## config.mk

```make
export PLATFORM = sky130hd
export DESIGN_NAME = eth_rx_addr_filter
export DESIGN_NICKNAME = d
export VERILOG_FILES = /design/src/rtl/rxf_pkg.sv /design/src/rtl/rxf_da_capture.sv /design/src/rtl/rxf_crc_hash.sv /design/src/rtl/rxf_decide.sv /design/src/rtl/eth_rx_addr_filter.sv
export SDC_FILE = /design/constraint.sdc
export NUM_CORES = 1
export LEC_CHECK = 0
export BUFFER_PORTS_ARGS = -buffer_cell sky130_fd_sc_hd__buf_2
export CAP_MARGIN = 20
export CORE_MARGIN = 8
export CORE_UTILIZATION = 50
export CTS_CLUSTER_SIZE = 14
export DETAILED_ROUTE_END_ITERATION = 16
export GPL_ROUTABILITY_DRIVEN = 1
export PLACE_DENSITY_LB_ADDON = 0.2
export SLEW_MARGIN = 20
export SYNTH_ARGS = -nofsm -noshare
export SYNTH_HDL_FRONTEND = slang
export SYNTH_SLANG_ARGS = --single-unit
export TNS_END_PERCENT = 30
```

## constraint.sdc

```tcl
create_clock -name clk -period 5.75 [get_ports clk]
set_clock_uncertainty 0.15 [all_clocks]
set_input_delay 0.2875 -clock clk [delete_from_list [all_inputs] [get_ports clk]]
set_output_delay 0.2875 -clock clk [all_outputs]
set_load 0.01 [all_outputs]
```

## src/rtl/rxf_pkg.sv

```systemverilog
package rxf_pkg;
  localparam int BYTE_W    = 8;
  localparam int DA_BYTES  = 6;
  localparam int MAC_W     = BYTE_W * DA_BYTES;
  localparam int CRC_W     = 32;
  localparam int HASH_BITS = 6;
  localparam int HASH_SIZE = 1 << HASH_BITS;
  localparam logic [CRC_W-1:0] CRC_POLY = 32'h04C11DB7;
  localparam logic [MAC_W-1:0] PAUSE_DA = 48'h0180C2000001;

  typedef struct packed {
    logic accept;
    logic miss;
  } verdict_t;
endpackage

```

## src/rtl/rxf_da_capture.sv

```systemverilog
module rxf_da_capture #(
  parameter int BYTE_W   = 8,
  parameter int DA_BYTES = 6
) (
  input  logic                         clk,
  input  logic                         rst,
  input  logic                         sof,
  input  logic                         byte_valid,
  input  logic [BYTE_W-1:0]            byte_data,
  output logic                         take,
  output logic [BYTE_W*DA_BYTES-1:0]   da
);
  localparam int CNT_W = $clog2(DA_BYTES + 1);
  localparam logic [CNT_W-1:0] LAST = CNT_W'(DA_BYTES);

  logic [CNT_W-1:0] cnt;

  assign take = byte_valid && !sof && (cnt < LAST);

  always_ff @(posedge clk) begin
    if (rst || sof) begin
      cnt <= '0;
      da  <= '0;
    end else if (take) begin
      cnt <= cnt + 1'b1;
      da  <= {da[BYTE_W*(DA_BYTES-1)-1:0], byte_data};
    end
  end
endmodule

```

## src/rtl/rxf_crc_hash.sv

```systemverilog
module rxf_crc_hash #(
  parameter int              BYTE_W    = 8,
  parameter int              CRC_W     = 32,
  parameter logic [CRC_W-1:0] POLY     = 32'h04C11DB7,
  parameter int              HASH_BITS = 6
) (
  input  logic                 clk,
  input  logic                 rst,
  input  logic                 sof,
  input  logic                 take,
  input  logic [BYTE_W-1:0]    byte_data,
  output logic [HASH_BITS-1:0] idx
);
  logic [CRC_W-1:0] crc, crc_nxt;

  always_comb begin
    logic fb;
    crc_nxt = crc;
    for (int i = 0; i < BYTE_W; i++) begin
      fb      = crc_nxt[CRC_W-1] ^ byte_data[i];
      crc_nxt = {crc_nxt[CRC_W-2:0], 1'b0} ^ (fb ? POLY : '0);
    end
  end

  always_ff @(posedge clk) begin
    if (rst || sof)
      crc <= '1;
    else if (take)
      crc <= crc_nxt;
  end

  assign idx = crc[CRC_W-1 -: HASH_BITS];
endmodule

```

## src/rtl/rxf_decide.sv

```systemverilog
module rxf_decide
  import rxf_pkg::*;
#(
  parameter int BYTE_W    = 8,
  parameter int DA_BYTES  = 6,
  parameter int HASH_BITS = 6
) (
  input  logic                          clk,
  input  logic                          rst,
  input  logic [BYTE_W*DA_BYTES-1:0]    da,
  input  logic [HASH_BITS-1:0]          idx,
  input  logic [BYTE_W*DA_BYTES-1:0]    station_addr,
  input  logic [(1<<HASH_BITS)-1:0]     ind_hash,
  input  logic [(1<<HASH_BITS)-1:0]     grp_hash,
  input  logic                          flow_en,
  input  logic                          prom_en,
  input  logic                          bcast_rej,
  input  logic                          frame_end,
  input  logic                          pause_ok,
  output logic                          dec_valid,
  output logic                          accept,
  output logic                          miss,
  output logic                          flush
);
  localparam int W       = BYTE_W * DA_BYTES;
  localparam int GRP_BIT = BYTE_W * (DA_BYTES - 1);

  logic     is_bc, is_grp, stn_hit, pse_hit, pause_rej, ihit, ghit;
  verdict_t fallback, v;

  assign is_bc     = &da;
  assign is_grp    = da[GRP_BIT];
  assign stn_hit   = (da == station_addr);
  assign pse_hit   = (da == W'(PAUSE_DA));
  assign pause_rej = flow_en && pause_ok && (pse_hit || stn_hit);
  assign ihit      = ind_hash[idx];
  assign ghit      = grp_hash[idx];
  assign fallback  = prom_en ? '{accept: 1'b1, miss: 1'b1} : '{accept: 1'b0, miss: 1'b0};

  always_comb begin
    v = '{accept: 1'b0, miss: 1'b0};
    if (pause_rej)
      v = '{accept: 1'b0, miss: 1'b0};
    else if (is_bc)
      v = !bcast_rej ? '{accept: 1'b1, miss: 1'b0} : fallback;
    else if (is_grp)
      v = ((flow_en && pse_hit) || ghit) ? '{accept: 1'b1, miss: 1'b0} : fallback;
    else
      v = (stn_hit || ihit) ? '{accept: 1'b1, miss: 1'b0} : fallback;
  end

  always_ff @(posedge clk) begin
    if (rst) begin
      dec_valid <= 1'b0;
      accept    <= 1'b0;
      miss      <= 1'b0;
      flush     <= 1'b0;
    end else begin
      dec_valid <= frame_end;
      accept    <= frame_end && v.accept;
      miss      <= frame_end && v.miss;
      flush     <= frame_end && !v.accept;
    end
  end
endmodule

```

## src/rtl/eth_rx_addr_filter.sv

```systemverilog
module eth_rx_addr_filter
  import rxf_pkg::*;
(
  input  logic                 clk,
  input  logic                 rst,
  input  logic                 sof,
  input  logic                 byte_valid,
  input  logic [BYTE_W-1:0]    byte_data,
  input  logic                 frame_end,
  input  logic                 pause_ok,
  input  logic [MAC_W-1:0]     station_addr,
  input  logic [HASH_SIZE-1:0] ind_hash,
  input  logic [HASH_SIZE-1:0] grp_hash,
  input  logic                 flow_en,
  input  logic                 prom_en,
  input  logic                 bcast_rej,
  output logic                 dec_valid,
  output logic                 accept,
  output logic                 miss,
  output logic                 flush
);
  logic                 take;
  logic [MAC_W-1:0]     da;
  logic [HASH_BITS-1:0] idx;

  rxf_da_capture #(.BYTE_W(BYTE_W), .DA_BYTES(DA_BYTES)) u_cap (
    .clk(clk), .rst(rst), .sof(sof), .byte_valid(byte_valid),
    .byte_data(byte_data), .take(take), .da(da)
  );

  rxf_crc_hash #(.BYTE_W(BYTE_W), .CRC_W(CRC_W), .POLY(CRC_POLY),
                 .HASH_BITS(HASH_BITS)) u_crc (
    .clk(clk), .rst(rst), .sof(sof), .take(take),
    .byte_data(byte_data), .idx(idx)
  );

  rxf_decide #(.BYTE_W(BYTE_W), .DA_BYTES(DA_BYTES), .HASH_BITS(HASH_BITS)) u_dec (
    .clk(clk), .rst(rst), .da(da), .idx(idx), .station_addr(station_addr),
    .ind_hash(ind_hash), .grp_hash(grp_hash), .flow_en(flow_en),
    .prom_en(prom_en), .bcast_rej(bcast_rej), .frame_end(frame_end),
    .pause_ok(pause_ok), .dec_valid(dec_valid), .accept(accept),
    .miss(miss), .flush(flush)
  );
endmodule

```

# Word-level counts from Yosys, hierarchy flattened
# Cells that the tools add are included.
word_totals:
  regBits: 87
  out_inout_bits: 4
  elab_cells: 62
classes:
  muxes: 19
  magnitude_cmp: 2
  eq_ne: 2
  bitwise_logic: 16
  add_sub_neg: 1
  reduce_logical: 15
op_table:
  columns: ["cell", "count"]
  rows:
  - ["$xor A32 B32 Y32", 8]
  - ["$mux W27", 8]
  - ["$eq A48 B41 Y1 const B", 1]
  - ["$eq A48 B48 Y1", 1]
  - ["$reduce_and A48 Y1", 1]
  - ["$mux W2", 7]
  - ["$bmux W1 S6", 2]
  - ["$logic_and A1 B1 Y1", 8]
  - ["$xor A1 B1 Y1", 8]
  - ["$lt A6 B7 Y1 const B", 1]
  - ["$logic_or A1 B1 Y1", 4]
  - ["$add A3 B1 Y3 const B", 1]
  - ["$lt A3 B3 Y1 const B", 1]
  - ["$logic_not A1 Y1", 2]
  - ["$mux W1", 2]

# Longest topological paths before layout
depth:
  depth_word: 24
  depth_mapped: 11
  depth_no_buf: 7

# Hierarchy
# From an unflattened synthesis, not the netlist that was laid out.
unflattened:
  hier_cells: 602
  hier_area_um2: 5844.4
by_module_without_submodules:
  columns: ["mod", "instances", "cells_per_inst", "area_each_um2"]
  rows:
  - ["rxf_decide", 1, 225, 2063.2]
  - ["rxf_crc_hash", 1, 198, 1899.3]
  - ["rxf_da_capture", 1, 179, 1881.8]

# Least setup slack after synthesis
# Ideal clock, no wire load.
synth_timing:
  path_type: "reg-to-reg"
  startpoint: "register u_crc.crc[26]"
  endpoint: "register u_dec.accept"
  path_slack_ns: 3.009
  period_less_slack_ns: 2.741
  arrival_time_ns: 2.476
  required_time_ns: 5.485
  stages_incl_launch_ff: 9
  cell_sequence: "dfxtp_1 buf_2 mux4_2 mux2_2 nand3_1 nand4_1 or4_4 a311o_1 and2_1"
synth_via:
  elab_chain_cells: 8
  elab_cells_between_ends: 12
  classes_between: "mux (9); reduce/logical (3)"
synth_lines:
  columns: ["element", "line", "rtl"]
  rows:
  - ["start, declared", "rxf_crc_hash.sv:14", "logic [CRC_W-1:0] crc, crc_nxt;"]
  - ["start signal, assigned", "rxf_crc_hash.sv:29", "crc <= crc_nxt;"]
  - ["$bmux W1 S6 (on tied branches)", "rxf_decide.sv:36, rxf_decide.sv:37", null]
  - ["$mux W1 (on tied branches)", "rxf_decide.sv:36, rxf_decide.sv:37", null]
  - ["$logic_or A1 B1 Y1 (on tied branches)", "rxf_decide.sv:49, rxf_decide.sv:47", null]
  - ["$mux W2 (on tied branches)", "rxf_decide.sv:49, rxf_decide.sv:47", null]
  - ["$mux W2 *", "rxf_decide.sv:46", "else if (is_grp)"]
  - ["$mux W2 *", "rxf_decide.sv:44", "else if (is_bc)"]
  - ["$mux W2 *", "rxf_decide.sv:42", "if (pause_rej)"]
  - ["$logic_and A1 B1 Y1 *", "rxf_decide.sv:60", "accept <= frame_end && v.accept;"]
  - ["end signal, assigned", "rxf_decide.sv:60", null]
  - ["end, declared", "rxf_decide.sv:21", "output logic accept,"]
# Mark *: on every way between the ends. The rest lies on a longest branch, timed or not. The select of a mux whose other input is x is not followed.
# A chain may end at the register's enable or synchronous reset.

# Worst setup path after layout
layout_timing:
  startpoint: "register u_crc.crc[27]"
  endpoint: "register u_dec.accept"
# Same word-level chain as after synthesis.

==> results_dict.tcl <==
set metrics [dict create \
    layout_min_cycle_time_ns 3.48 \
    fin_nets 967 \
    cts_resized 0 \
    vias 5193 \
    drv_slew 0 \
    cts-buffers-inserted 9 \
    final_common_cell "buf_2" \
    fin_crit_sh_pct 60.5 \
    grt_max_degree 65 \
    slowest_delay_ns 1.01 \
    worst_pin_slew_ns 1.02 \
    avgRoutedWirePerCell_microns 19.3 \
    overflow 0 \
    avgSynthCellArea_sq_um 9.06 \
    ys.warnings.count 0 \
    antenna_found_initial 0 \
    clk_pin_slew_worst_paths_ns 0.09 \
    reg2reg_from "u_crc.crc[27]$_SDFFE_PP1P_" \
    critPathCaptureType "flop" \
    ys_seq_area_share_pct 32.0 \
    dpl.hpwl_microns 13800 \
    rows 38 \
    hold_depth 2 \
    gp_congestion 0.941 \
    die-area_sq_mm 0.0145 \
    finalHoldViolations 0 \
    syn-num-nets 795 \
    fmax_mhz 287 \
    reg2reg_slack_ns 2.27 \
    syn_inst 601 \
    drt-initial-drc-count 498 \
    finalSetupTns_ns 0 \
    yosysUniqueCellTypes 42 \
    arrival_ns 3.58 \
    final_cell_mix "196 x buf_2, 136 x nand2_1, 85 x dfxtp_1, 72 x xor2_1, 50 x a21oi_1" \
    hold_start "rst" \
    cts_setup_buffers 0 \
    ant_nets 0 \
    antenna_cells 0 \
    max_slew_margin_pct 31.9 \
    final_core_util_pct 62.4 \
    wirelength_microns 17700 \
    grt_pass1_vias 5168 \
    setup_viol 0 \
    htree_levels 3 \
    groute.usage.overall_pct 23.7 \
    peakVddDrop_mv 0.283 \
    via_per_inst 5.66 \
    root_buffer "clkbuf_8" \
    cp_cell_sequence "mux4_1, mux4_2, and3b_1, or4_4, a311o_1, and2_1" \
    status "finished clean" \
    hold_buffers 0 \
    start_util_pct 50.7 \
    cts_buffer_depth 2 \
    dp_cells 902 \
    power_mw 1.61 \
    drv_cap 0 \
    tritoncts "yes" \
    worst_r2r_endpoint "u_dec.accept$_SDFF_PP0_" \
    synth_seq_cells 87 \
    area_growth_pct 23.2 \
    drive_above_1_share_pct 32.0 \
    required_ns 5.85 \
    hold_slack_ns 0.0256 \
    power_density_mw_per_mm2 240 \
    core_area_sq_mm 0.0107 \
    fin_cells 918 \
    rsz0062_at_grt "false" \
    cts.sinks 87 \
    ys_async_sr_fraction_pct 0 \
    io_pins 197 \
    grt_pass1_wl_microns 27500 \
    synth_ff_type "dfxtp_1" \
    criticalPathCategory "reg2reg" \
    insertion_delay_ns 0.36 \
    crit_end "u_dec.accept$_SDFF_PP0_" \
    die_height_microns 120 \
    netlist_area_sq_mm 0.00545 \
    r2r_cells 6 \
    p_leak_nw 2.89 \
    start_kind "flop" \
    first_pass_iters 5 \
    portBuffers 196 \
    synth_edf_count 0 \
    route.detailed.drc 0 \
    timing.critical_path.from "u_crc.crc[27]$_SDFFE_PP1P_" \
    hp-class "in2reg" \
    slowest_stage "dfxtp_2" \
    die_x_microns 120 \
    cp_max_fo 37 \
]
-- final cells by class --
cell class | count | area [sq um]
fill | 953 | 4040
clock inverter | 4 | 76.3
tap | 140 | 175
inverter | 2 | 7.51
sequential | 87 | 1740
clock buffer | 12 | 165
timing repair buffer | 199 | 1000
multi-input combinational | 474 | 3540
-- Yosys cell counts, types with 2 or more instances --
cell type | count | area (sq um)
mux4_1 | 8 | 210
nor2b_1 | 3 | 18.8
nor4_1 | 25 | 156
clkbuf_1 | 29 | 109
o211ai_1 | 33 | 248
inv_1 | 2 | 7.51
xnor2_1 | 48 | 420
buf_6 | 4 | 45.0
mux2i_1 | 10 | 100
nand2_1 | 137 | 514
nor3_1 | 2 | 10.0
xor2_1 | 72 | 631
dfxtp_1 | 87 | 1740
nor2_1 | 8 | 30.0
and3b_1 | 2 | 17.5
a22oi_1 | 4 | 30.0
mux4_2 | 24 | 541
and2_1 | 3 | 18.8
buf_2 | 4 | 20.0
nand4_1 | 18 | 113
a21oi_1 | 51 | 255
nand3_1 | 7 | 35.0
-- worst max-delay path, delay by kind of cell (launching register included) --
kind	cells	cell delay, ns
DFF	1	1.01
muxes	2	1.11
AOI/OAI and AO/OA	1	0.34
and+or+nand+nor	3	0.75
-- routing by layer --
layer / vias up / global-route usage, % / share of wire (%)
met2: 196 / 40.9 / 50
li1: 2494 / - / -
met1: 2479 / 29.4 / 42
met5: - / 0 / 0
met4: 0 / 5.93 / 1.3
met3: 24 / 4.94 / 6.8
-- logic make-up after synthesis --
kind of cell               after synthesis  share of synthesized area, %
and+or+nand+nor                        213                          18.0
muxes                                   43                          15.8
AOI/OAI and AO/OA                       96                          11.0
adders and majority gates                1                         0.230
buffers and inverters                   40                          3.40
DFF                                     87                          32.0
xor gates and xnor gates               121                          19.6
-- worst min-delay path by stage --
stage,to,slack (ns)
floorplan,u_dec.dec_valid$_SDFF_PP0_,0.22
global placement,u_crc.crc[5]$_SDFFE_PP1P_,0.33
detailed placement,u_crc.crc[20]$_SDFFE_PP1P_,0.34
CTS,u_dec.dec_valid$_SDFF_PP0_,0.01
global route,u_dec.dec_valid$_SDFF_PP0_,0.02
finish,u_dec.dec_valid$_SDFF_PP0_,0.03
-- power breakdown --
| group | total [mW] | internal (mW) | switching (mW) |
|---|---|---|---|
| Combinational | 0.448 | 0.238 | 0.210 |
| Clock | 0.500 | 0.281 | 0.219 |
| Sequential | 0.663 | 0.624 | 0.0388 |
| Total | 1.61 | 1.14 | 0.467 |
-- flip-flops by register name, summed over array words and instances (netlist names) --
register	cells
u_dec.flush	1
u_cap.cnt	3
u_dec.accept	1
u_dec.miss	1
u_cap.da	48
u_dec.dec_valid	1
u_crc.crc	32
-- per-stage QoR --
stage | worst slack, ns | instance area, sq um
2_1_floorplan | 3.01 | 5450
3_3_place_gp | 2.34 | 6460
3_5_place_dp | 2.25 | 6460
4_1_cts | 2.21 | 6710
5_1_grt | 2.11 | 6710
6_report | 2.27 | 6710
Power figures use the tool's default switching activity.
